File: src/rtl/fu_pkg.sv
package fu_pkg;
  typedef enum logic [1:0] {
    YSEL_ZERO = 2'b00,
    YSEL_B    = 2'b01,
    YSEL_NB   = 2'b10,
    YSEL_ONES = 2'b11
  } ysel_e;

  typedef enum logic [1:0] {
    LOP_AND  = 2'b00,
    LOP_OR   = 2'b01,
    LOP_XOR  = 2'b10,
    LOP_NOTA = 2'b11
  } logic_op_e;

  typedef enum logic [1:0] {
    SOP_PASS  = 2'b00,
    SOP_SHR   = 2'b01,
    SOP_SHL   = 2'b10,
    SOP_PASS2 = 2'b11
  } shift_op_e;

  typedef enum logic [1:0] {
    SEC_ARITH = 2'b00,
    SEC_LOGIC = 2'b01,
    SEC_SHIFT = 2'b10
  } section_e;

  typedef struct packed {
    section_e  sec;
    ysel_e     ysel;
    logic      cin;
    logic_op_e lop;
    shift_op_e sop;
  } fs_dec_t;

  function automatic fs_dec_t decode_fs(input logic [3:0] fs);
    fs_dec_t d;
    if (fs[3] && fs[2]) d.sec = SEC_SHIFT;
    else if (fs[3])     d.sec = SEC_LOGIC;
    else                d.sec = SEC_ARITH;
    d.ysel = ysel_e'(fs[2:1]);
    d.cin  = fs[0];
    d.lop  = logic_op_e'(fs[1:0]);
    d.sop  = shift_op_e'(fs[1:0]);
    return d;
  endfunction
endpackage

File: src/rtl/fu_arith.sv
module fu_arith
  import fu_pkg::*;
#(
  parameter int WIDTH = 8
) (
  input  logic [WIDTH-1:0] a_i,
  input  logic [WIDTH-1:0] b_i,
  input  ysel_e            ysel_i,
  input  logic             cin_i,
  output logic [WIDTH-1:0] sum_o,
  output logic             carry_o,
  output logic             ovf_o
);
  localparam int MSB = WIDTH - 1;

  logic [WIDTH-1:0] y;
  logic [WIDTH:0]   c;

  // per-bit B-side select logic
  for (genvar i = 0; i < WIDTH; i++) begin : g_ybit
    always_comb begin
      unique case (ysel_i)
        YSEL_ZERO: y[i] = 1'b0;
        YSEL_B:    y[i] = b_i[i];
        YSEL_NB:   y[i] = ~b_i[i];
        default:   y[i] = 1'b1;
      endcase
    end
  end

  // ripple chain kept in one process
  always_comb begin
    c[0] = cin_i;
    for (int k = 0; k < WIDTH; k++) begin
      sum_o[k] = a_i[k] ^ y[k] ^ c[k];
      c[k+1]   = (a_i[k] & y[k]) | (c[k] & (a_i[k] ^ y[k]));
    end
  end

  assign carry_o = c[WIDTH];
  assign ovf_o   = c[WIDTH] ^ c[MSB];
endmodule

File: src/rtl/fu_logic.sv
module fu_logic
  import fu_pkg::*;
#(
  parameter int WIDTH = 8
) (
  input  logic [WIDTH-1:0] a_i,
  input  logic [WIDTH-1:0] b_i,
  input  logic_op_e        op_i,
  output logic [WIDTH-1:0] res_o
);
  always_comb begin
    unique case (op_i)
      LOP_AND: res_o = a_i & b_i;
      LOP_OR:  res_o = a_i | b_i;
      LOP_XOR: res_o = a_i ^ b_i;
      default: res_o = ~a_i;
    endcase
  end
endmodule

File: src/rtl/fu_shift.sv
module fu_shift
  import fu_pkg::*;
#(
  parameter int WIDTH = 8
) (
  input  logic [WIDTH-1:0] b_i,
  input  shift_op_e        op_i,
  output logic [WIDTH-1:0] res_o
);
  localparam int MSB = WIDTH - 1;

  logic [WIDTH-1:0] shr;
  logic [WIDTH-1:0] shl;

  assign shr = {1'b0, b_i[MSB:1]};
  assign shl = {b_i[MSB-1:0], 1'b0};

  always_comb begin
    unique case (op_i)
      SOP_SHR: res_o = shr;
      SOP_SHL: res_o = shl;
      default: res_o = b_i;
    endcase
  end
endmodule

File: src/rtl/fu_core.sv
module fu_core
  import fu_pkg::*;
#(
  parameter int WIDTH = 8
) (
  input  logic [WIDTH-1:0] a_i,
  input  logic [WIDTH-1:0] b_i,
  input  logic [3:0]       fs_i,
  output logic [WIDTH-1:0] f_o,
  output logic             carry_o,
  output logic             ovf_o
);
  fs_dec_t          dec;
  logic [WIDTH-1:0] arith_res;
  logic [WIDTH-1:0] logic_res;
  logic [WIDTH-1:0] shift_res;
  logic             arith_c;
  logic             arith_v;

  assign dec = decode_fs(fs_i);

  fu_arith #(.WIDTH(WIDTH)) u_arith (
    .a_i    (a_i),
    .b_i    (b_i),
    .ysel_i (dec.ysel),
    .cin_i  (dec.cin),
    .sum_o  (arith_res),
    .carry_o(arith_c),
    .ovf_o  (arith_v)
  );

  fu_logic #(.WIDTH(WIDTH)) u_logic (
    .a_i  (a_i),
    .b_i  (b_i),
    .op_i (dec.lop),
    .res_o(logic_res)
  );

  fu_shift #(.WIDTH(WIDTH)) u_shift (
    .b_i  (b_i),
    .op_i (dec.sop),
    .res_o(shift_res)
  );

  always_comb begin
    f_o     = arith_res;
    carry_o = 1'b0;
    ovf_o   = 1'b0;
    unique case (dec.sec)
      SEC_LOGIC: f_o = logic_res;
      SEC_SHIFT: f_o = shift_res;
      default: begin
        f_o     = arith_res;
        carry_o = arith_c;
        ovf_o   = arith_v;
      end
    endcase
  end
endmodule

File: config.mk
export PLATFORM = sky130hd
export DESIGN_NAME = fu_core
export DESIGN_NICKNAME = d
export VERILOG_FILES = /design/src/rtl/fu_pkg.sv /design/src/rtl/fu_arith.sv /design/src/rtl/fu_logic.sv /design/src/rtl/fu_shift.sv /design/src/rtl/fu_core.sv
export SDC_FILE = /design/constraint.sdc
export NUM_CORES = 1
export LEC_CHECK = 0
export ABC_CLOCK_PERIOD_IN_PS = 8300
export CORE_UTILIZATION = 30
export DETAILED_ROUTE_END_ITERATION = 12
export SLEW_MARGIN = 20
export SYNTH_ARGS = -nofsm -noshare
export SYNTH_HDL_FRONTEND = slang
export SYNTH_SLANG_ARGS = --single-unit
File: constraint.sdc
create_clock -name vclk -period 8.3
set_clock_uncertainty 0.1 [all_clocks]
set_input_delay 1.66 -clock vclk [all_inputs]
set_output_delay 1.66 -clock vclk [all_outputs]
set_load 0.01 [all_outputs]
==> out/summary.txt, run 1 <==
Placed insts - 211
Final Hold Vio Count - 0
Diode count - 0
Pins Over Slew Limit - 0
Post-Syn Area - 1150 um^2
Die height - 63.8 um
Crit path kind - in2out
RSZ-0062 raised after global routing - false
Total congestion overflow - 0
Status - finished, final reports clean
Hpwl dp - 2260 um
Syn Area/Cell - 8.01 um^2
Power per Cell Area - 65.9 nW/um^2
Final wirelength - 3000 um
Layout cells sized above 1 - 0.0307
Final std cells w/o fill - 211
Post CTS Setup Buffer Count - 0
Die width - 63.8 um
Total die area - 4070 um^2
Initial DRC Count - 59
Number of global-route vias before repair - 1089
CP Capture Type - primary output
Worst rel slew slack - 0.603
Worst min path class - in2out
Largest net degree at the start of global routing - 17
Remaining DRCs - 0
Syn-to-layout area delta - 22.9%
Peak Freq - 129 MHz
Max-cap violations - 0
Initial antenna violation count - 0
Reg area - 0 um^2
GPL Wtd Cong - 0.873
Starting Density - 0.313
Slowest CP cell - clkdlybuf4s50_1
Total power - 0.0000928 W
Post_cts resized - 0
Worst EP required - 6.54 ns
Peak VDD IR - 25.9 uV
Nets - 213
Syn Nets - 191
Crit path largest cell delay - 0.68 ns
Worst EP arrival - 5.99 ns
I/O Pins - 30
First-pass GRT wire length - 5170 um
Vias - 1100
Worst-margin pin slew - 0.596 ns
Syn Inst Count - 143
Routed Antenna Nets - 0
Core Area - 3660 um^2
Finish-stage setup viols - 0
CP delay by family, top - adder cells
Ys Warns - 0
CP bufs+invs - 4
Crit start category - primary input
Via-per-instance ratio - 5.21
CP max FO - 11
Row cnt - 22
Drt wl/cell - 14.2 um
Number of clock-tree buffers in the layout - 0
Pre-antenna DRT Iters - 4
Seq Cell Count - 0
Most common cell on crit path - fa_1
Sequential area share after synthesis - 0
Final period util - 0.933
Port buffer count - 30
Critical path, cell by cell - clkdlybuf4s50_1, mux2i_1, fa_1, fa_1, inv_1, fa_1, fa_1, fa_1, inv_1, fa_1, fa_1, fa_1, o221ai_1, clkdlybuf4s50_1
Setup TNS - 0 ns
GRT Overall Usage - 0.156
Period minus WS final - 7.75 ns
Pleak - 0.652 nW
Yosys cell types - 31
Post-CTS Hold Fix Bufs - 0
[per-layer routing]
layer / wire, um / GRT usage / vias to the layer above
li1: - / - / 534
met1: 1340 / 0.222 / 528
met2: 1480 / 0.266 / 36
met3: 173 / 0.00357 / 2
met4: 10 / 0.0199 / 0
met5: 0 / 0 / -
[cell type report]
cell class / instances / area [um^2]
multi-input combinational: 112 / 970
tap: 48 / 60.1
inverter: 21 / 78.8
fill: 384 / 2250
timing repair buffer: 30 / 300
[where the power goes]
part            total, W  switching, W  leakage, nW  internal (W)
clock network          0             0            0             0
registers              0             0            0             0
logic          0.0000928     0.0000448        0.652     0.0000480
total          0.0000928     0.0000448        0.652     0.0000480
[synth_stat cells (2+ instances only)]
cell      instances  share of area
a311o_1           2          0.017
mux2_2            3          0.029
or2b_1            3          0.020
fa_1              8           0.14
nand2b_1          3          0.016
ha_1             20           0.22
nand2_1           8          0.026
nor2_1           10          0.033
nand3_1           7          0.031
a211oi_1          5          0.033
mux2i_1           5          0.044
a211o_1           3          0.023
a221o_1           3          0.026
a21oi_1          12          0.052
and2_1            2          0.011
a22oi_1           6          0.039
o21a_1            2          0.013
o221ai_1          3          0.023
inv_1            21          0.069
buf_6             6          0.059
[cell usage in the layout (no fill, tap or decap), drive strengths merged]
cell type,count
xnor2,1
mux2,3
o221ai,3
or2b,4
nor2b,1
clkdlybuf4s50,30
nand3,7
nand2b,4
nand2,8
ha,20
o21a,2
nor2,10
a21o,1
mux2i,5
nor3,1
a211o,3
a22o,1
a22oi,6
inv,21
fa,8
a211oi,5
a311o,2
and2,2
a21oi,12
a221o,3
[through the flow]
step | area, um^2 | setup slack [ns] | hold slack (ns) | utilization
after global routing | 1410 | 0.320 | 4.48 | 0.385
after floorplan | 1150 | 1.73 | 3.40 | -
after global placement | 1410 | 0.712 | 4.44 | 0.385
after CTS | 1410 | 0.548 | 4.44 | 0.385
after detailed placement | 1410 | 0.573 | 4.43 | 0.385
final | 1410 | 0.553 | 4.44 | 0.385
[kinds of logic (layout without fill, tap and decap cells)]
family	after synthesis	after routing	synth area share
compound gates	38	38	0.241
mux	8	8	0.0731
simple gates	37	37	0.166
buf+inv	31	51	0.154
xor+xnor	1	1	0.00764
fa+ha+maj	28	28	0.358
[tightest hold or removal path, cell delays in order]
cell	delay, ns
clkdlybuf4s50_1	0.52
a21o_1	0.13
o221ai_1	0.09
clkdlybuf4s50_1	0.49
[final timing paths]
check | start | to | slack, ns | cells past startpoint
max | fs_i[1] | f_o[7] | 0.55 | 14
min | a_i[1] | f_o[1] | 4.44 | 4
Power figures use the tool's default switching activity.
==> inputs of run 2 (changes only) <==
ABC_AREA = 1   (was default)
CORE_UTILIZATION = 40   (was 30)
DONT_BUFFER_PORTS = 1   (was default)
==> run 2 against run 1 <==
Effect of this change:
- die area shrank 22%
- non-clock buffer count shrank 30
- utilization grew 3.2 points
- first-iteration DRC count shrank 59%
- critical endpoint is now ovf_o
- worst setup slack gained 1.1 ns
- hold slack lost 1.2 ns
- area after synthesis grew 2.7%
==> out/summary.txt, run 2 <==
Fin Hold WS - 3.27 ns (was 4.44 ns)
Final period util - 0.802 (was 0.933)
RSZ-0062 raised after global routing - false (unchanged)
Vias - 1180 (was 1100)
Final wirelength - 2950 um (was 3000 um)
Finish-stage setup viols - 0 (unchanged)
Pleak - 0.633 nW (was 0.652 nW)
Largest net degree at the start of global routing - 17 (unchanged)
Reg area - 0 um^2 (unchanged)
Status - finished, final reports clean (unchanged)
Crit start category - primary input (unchanged)
Power per Cell Area - 55.5 nW/um^2 (was 65.9 nW/um^2)
Pint - 0.0000241 W (was 0.0000480 W)
Final setup margin - 1.64 ns (was 0.553 ns)
Hpwl dp - 2240 um (was 2260 um)
Die width - 56.3 um (was 63.8 um)
Peak Freq - 150 MHz (was 129 MHz)
Total power - 0.0000644 W (was 0.0000928 W)
Number of global-route vias before repair - 1156 (was 1089)
Remaining DRCs - 0 (unchanged)
Nets - 242 (was 213)
Syn Area/Cell - 5.92 um^2 (was 8.01 um^2)
Final Hold Vio Count - 0 (unchanged)
Post-Syn Area - 1180 um^2 (was 1150 um^2)
Clock power frac - 0 (about the same)
Logic pwr share - 1.000 (about the same)
Psw - 0.0000402 W (was 0.0000448 W)
CP max FO - 7 (was 11)
Seq Cell Count - 0 (unchanged)
Syn Inst Count - 199 (was 143)
Drt wl/cell - 13.2 um (was 14.2 um)
Via-per-instance ratio - 5.29 (was 5.21)
Worst slack, placed - 1.65 ns (was 0.573 ns)
Worst EP arrival - 4.90 ns (was 5.99 ns)
Yosys cell types - 18 (was 31)
CP Capture Type - primary output (unchanged)
Worst min path class - in2out (unchanged)
Post-synth top area cell - ha_1 (unchanged)
Initial DRC Count - 24 (was 59)
Synth top area cells - ha_1 (21%), nand2_1 (20%), fa_1 (14%), inv_1 (10%), nor2_1 (7.7%) (was ha_1 (22%), fa_1 (14%), inv_1 (6.9%), buf_6 (5.9%), a21oi_1 (5.2%))
Syn-to-layout area delta - -1.59% (was 22.9%)
Commonest non-fill, non-tap cells in the layout - nand2_1 (62), inv_1 (32), nor2_1 (24) (was clkdlybuf4s50_1 (30), inv_1 (21), ha_1 (20))
Crit path kind - in2out (unchanged)
Cell with the most instances after synthesis - nand2_1 (was inv_1)
Port buffer count - 0 (was 30)
Commonest cells in the netlist - nand2_1 (62), inv_1 (32), nor2_1 (24) (was inv_1 (21), ha_1 (20), a21oi_1 (12))
Filler Cell Count - 314 (was 384)
Initial antenna violation count - 0 (unchanged)
Worst-margin pin slew - 0.601 ns (was 0.596 ns)
Ys Warns - 0 (unchanged)
Worst rel slew slack - 0.599 (was 0.603)
Diode count - 0 (unchanged)
Die height - 56.3 um (was 63.8 um)
Most common cell after layout, fill and taps aside - nand2_1 (was clkdlybuf4s50_1)
Worst EP required - 6.54 ns (about the same)
GRT Overall Usage - 0.196 (was 0.156)
Period minus WS final - 6.66 ns (was 7.75 ns)
Post_cts resized - 0 (unchanged)
Starting Density - 0.423 (was 0.313)
Peak VDD IR - 32.8 uV (was 25.9 uV)
Synth top area share - 0.213 (was 0.218)
Total congestion overflow - 0 (unchanged)
Number of clock-tree buffers in the layout - 0 (unchanged)
Routed Antenna Nets - 0 (unchanged)
Post-CTS Hold Fix Bufs - 0 (unchanged)
First-pass GRT wire length - 5150 um (was 5170 um)
Post CTS Setup Buffer Count - 0 (unchanged)
Max-cap violations - 0 (unchanged)
Core Area - 2780 um^2 (was 3660 um^2)
Pre-antenna DRT Iters - 4 (unchanged)
Syn Nets - 247 (was 191)
Sequential area share after synthesis - 0 (unchanged)
Setup TNS - 0 ns (unchanged)
Row cnt - 19 (was 22)
Pins Over Slew Limit - 0 (unchanged)
Sw Share - 0.625 (was 0.482)
GPL Wtd Cong - 0.855 (was 0.873)
Reg power frac - 0 (about the same)
Total die area - 3160 um^2 (was 4070 um^2)
I/O Pins - 30 (unchanged)
Layout cells sized above 1 - 0.0417 (was 0.0307)
==> run 2: worst paths after layout <==
check                  to  startpoint  slack (ns)  cells after the start
setup / recovery    ovf_o     fs_i[1]        1.64                     15
hold / removal    carry_o     fs_i[3]        3.27                      1
==> run 2: area by class of cell <==
| type | count | area [um^2] | share of cell area |
|---|---|---|---|
| Inverter | 33 | 124 | 0.107 |
| Tap cell | 31 | 38.8 | 0.0335 |
| Multi-Input combinational cell | 159 | 996 | 0.860 |
==> run 2: cell families (layout without fill, tap and decap cells) <==
| family | Yosys count | count (layout) | synth area share |
|---|---|---|---|
| and+or+nand+nor | 104 | 104 | 0.370 |
| buffers and inverters | 40 | 33 | 0.154 |
| adders and majority gates | 28 | 28 | 0.349 |
| AOI/OAI and AO/OA | 26 | 26 | 0.120 |
| xor gates and xnor gates | 1 | 1 | 0.00744 |
==> run 2: layer usage <==
layer	part of all wire	wire (um)	up-vias	track usage
met4	0.010	30	0	0.0209
met1	0.43	1280	545	0.249
met5	0	0	-	0
li1	-	-	601	-
met3	0.044	129	4	0.0115
met2	0.51	1510	30	0.374
==> run 2: power by group through the flow <==
stage / sequential [W] / clock, W / combinational, W
final: 0 / 0 / 0.0000644
after global routing: 0 / 0 / 0.0000750
after CTS: 0 / 0 / 0.0000648
after detailed placement: 0 / 0 / 0.0000646
after global placement: 0 / 0 / 0.0000627
after floorplan: 0 / 0 / 0.0000572
==> run 2: stage by stage <==
stage / util / area [um^2] / cells
floorplan: - / 1180 / 199
global placement: 0.417 / 1160 / 223
global route: 0.417 / 1160 / 223
finish: 0.417 / 1160 / 223
detailed placement: 0.417 / 1160 / 223
CTS: 0.417 / 1160 / 223
==> run 2: critical path, cell delays in order <==
cell and delay [ns]:
inv_1 0.09, nand2_1 0.07, o21ai_0 0.09, fa_1 0.39, fa_1 0.38, inv_1 0.08, fa_1 0.19, fa_1 0.19
fa_1 0.16, inv_1 0.05, fa_1 0.37, fa_1 0.43, fa_1 0.42, xnor2_1 0.14, nor2_1 0.19
==> inputs of run 3 (changes only) <==
ABC_CLOCK_PERIOD_IN_PS = 6300   (was 8300)
clock period = 6.3 ns   (was 8.3 ns; I/O delays follow)
==> results of run 3 <==
The final DEF is identical to that of run 2. Status: finished, final reports clean.
Among the figures that moved: setup slack after placement 1.65 ns -> 0.449 ns; setup slack after layout 1.64 ns -> 0.443 ns; hold slack 3.27 ns -> 2.47 ns; total power 0.0000644 W -> 0.0000848 W; worst IR drop on VDD 32.8 uV -> 43.2 uV
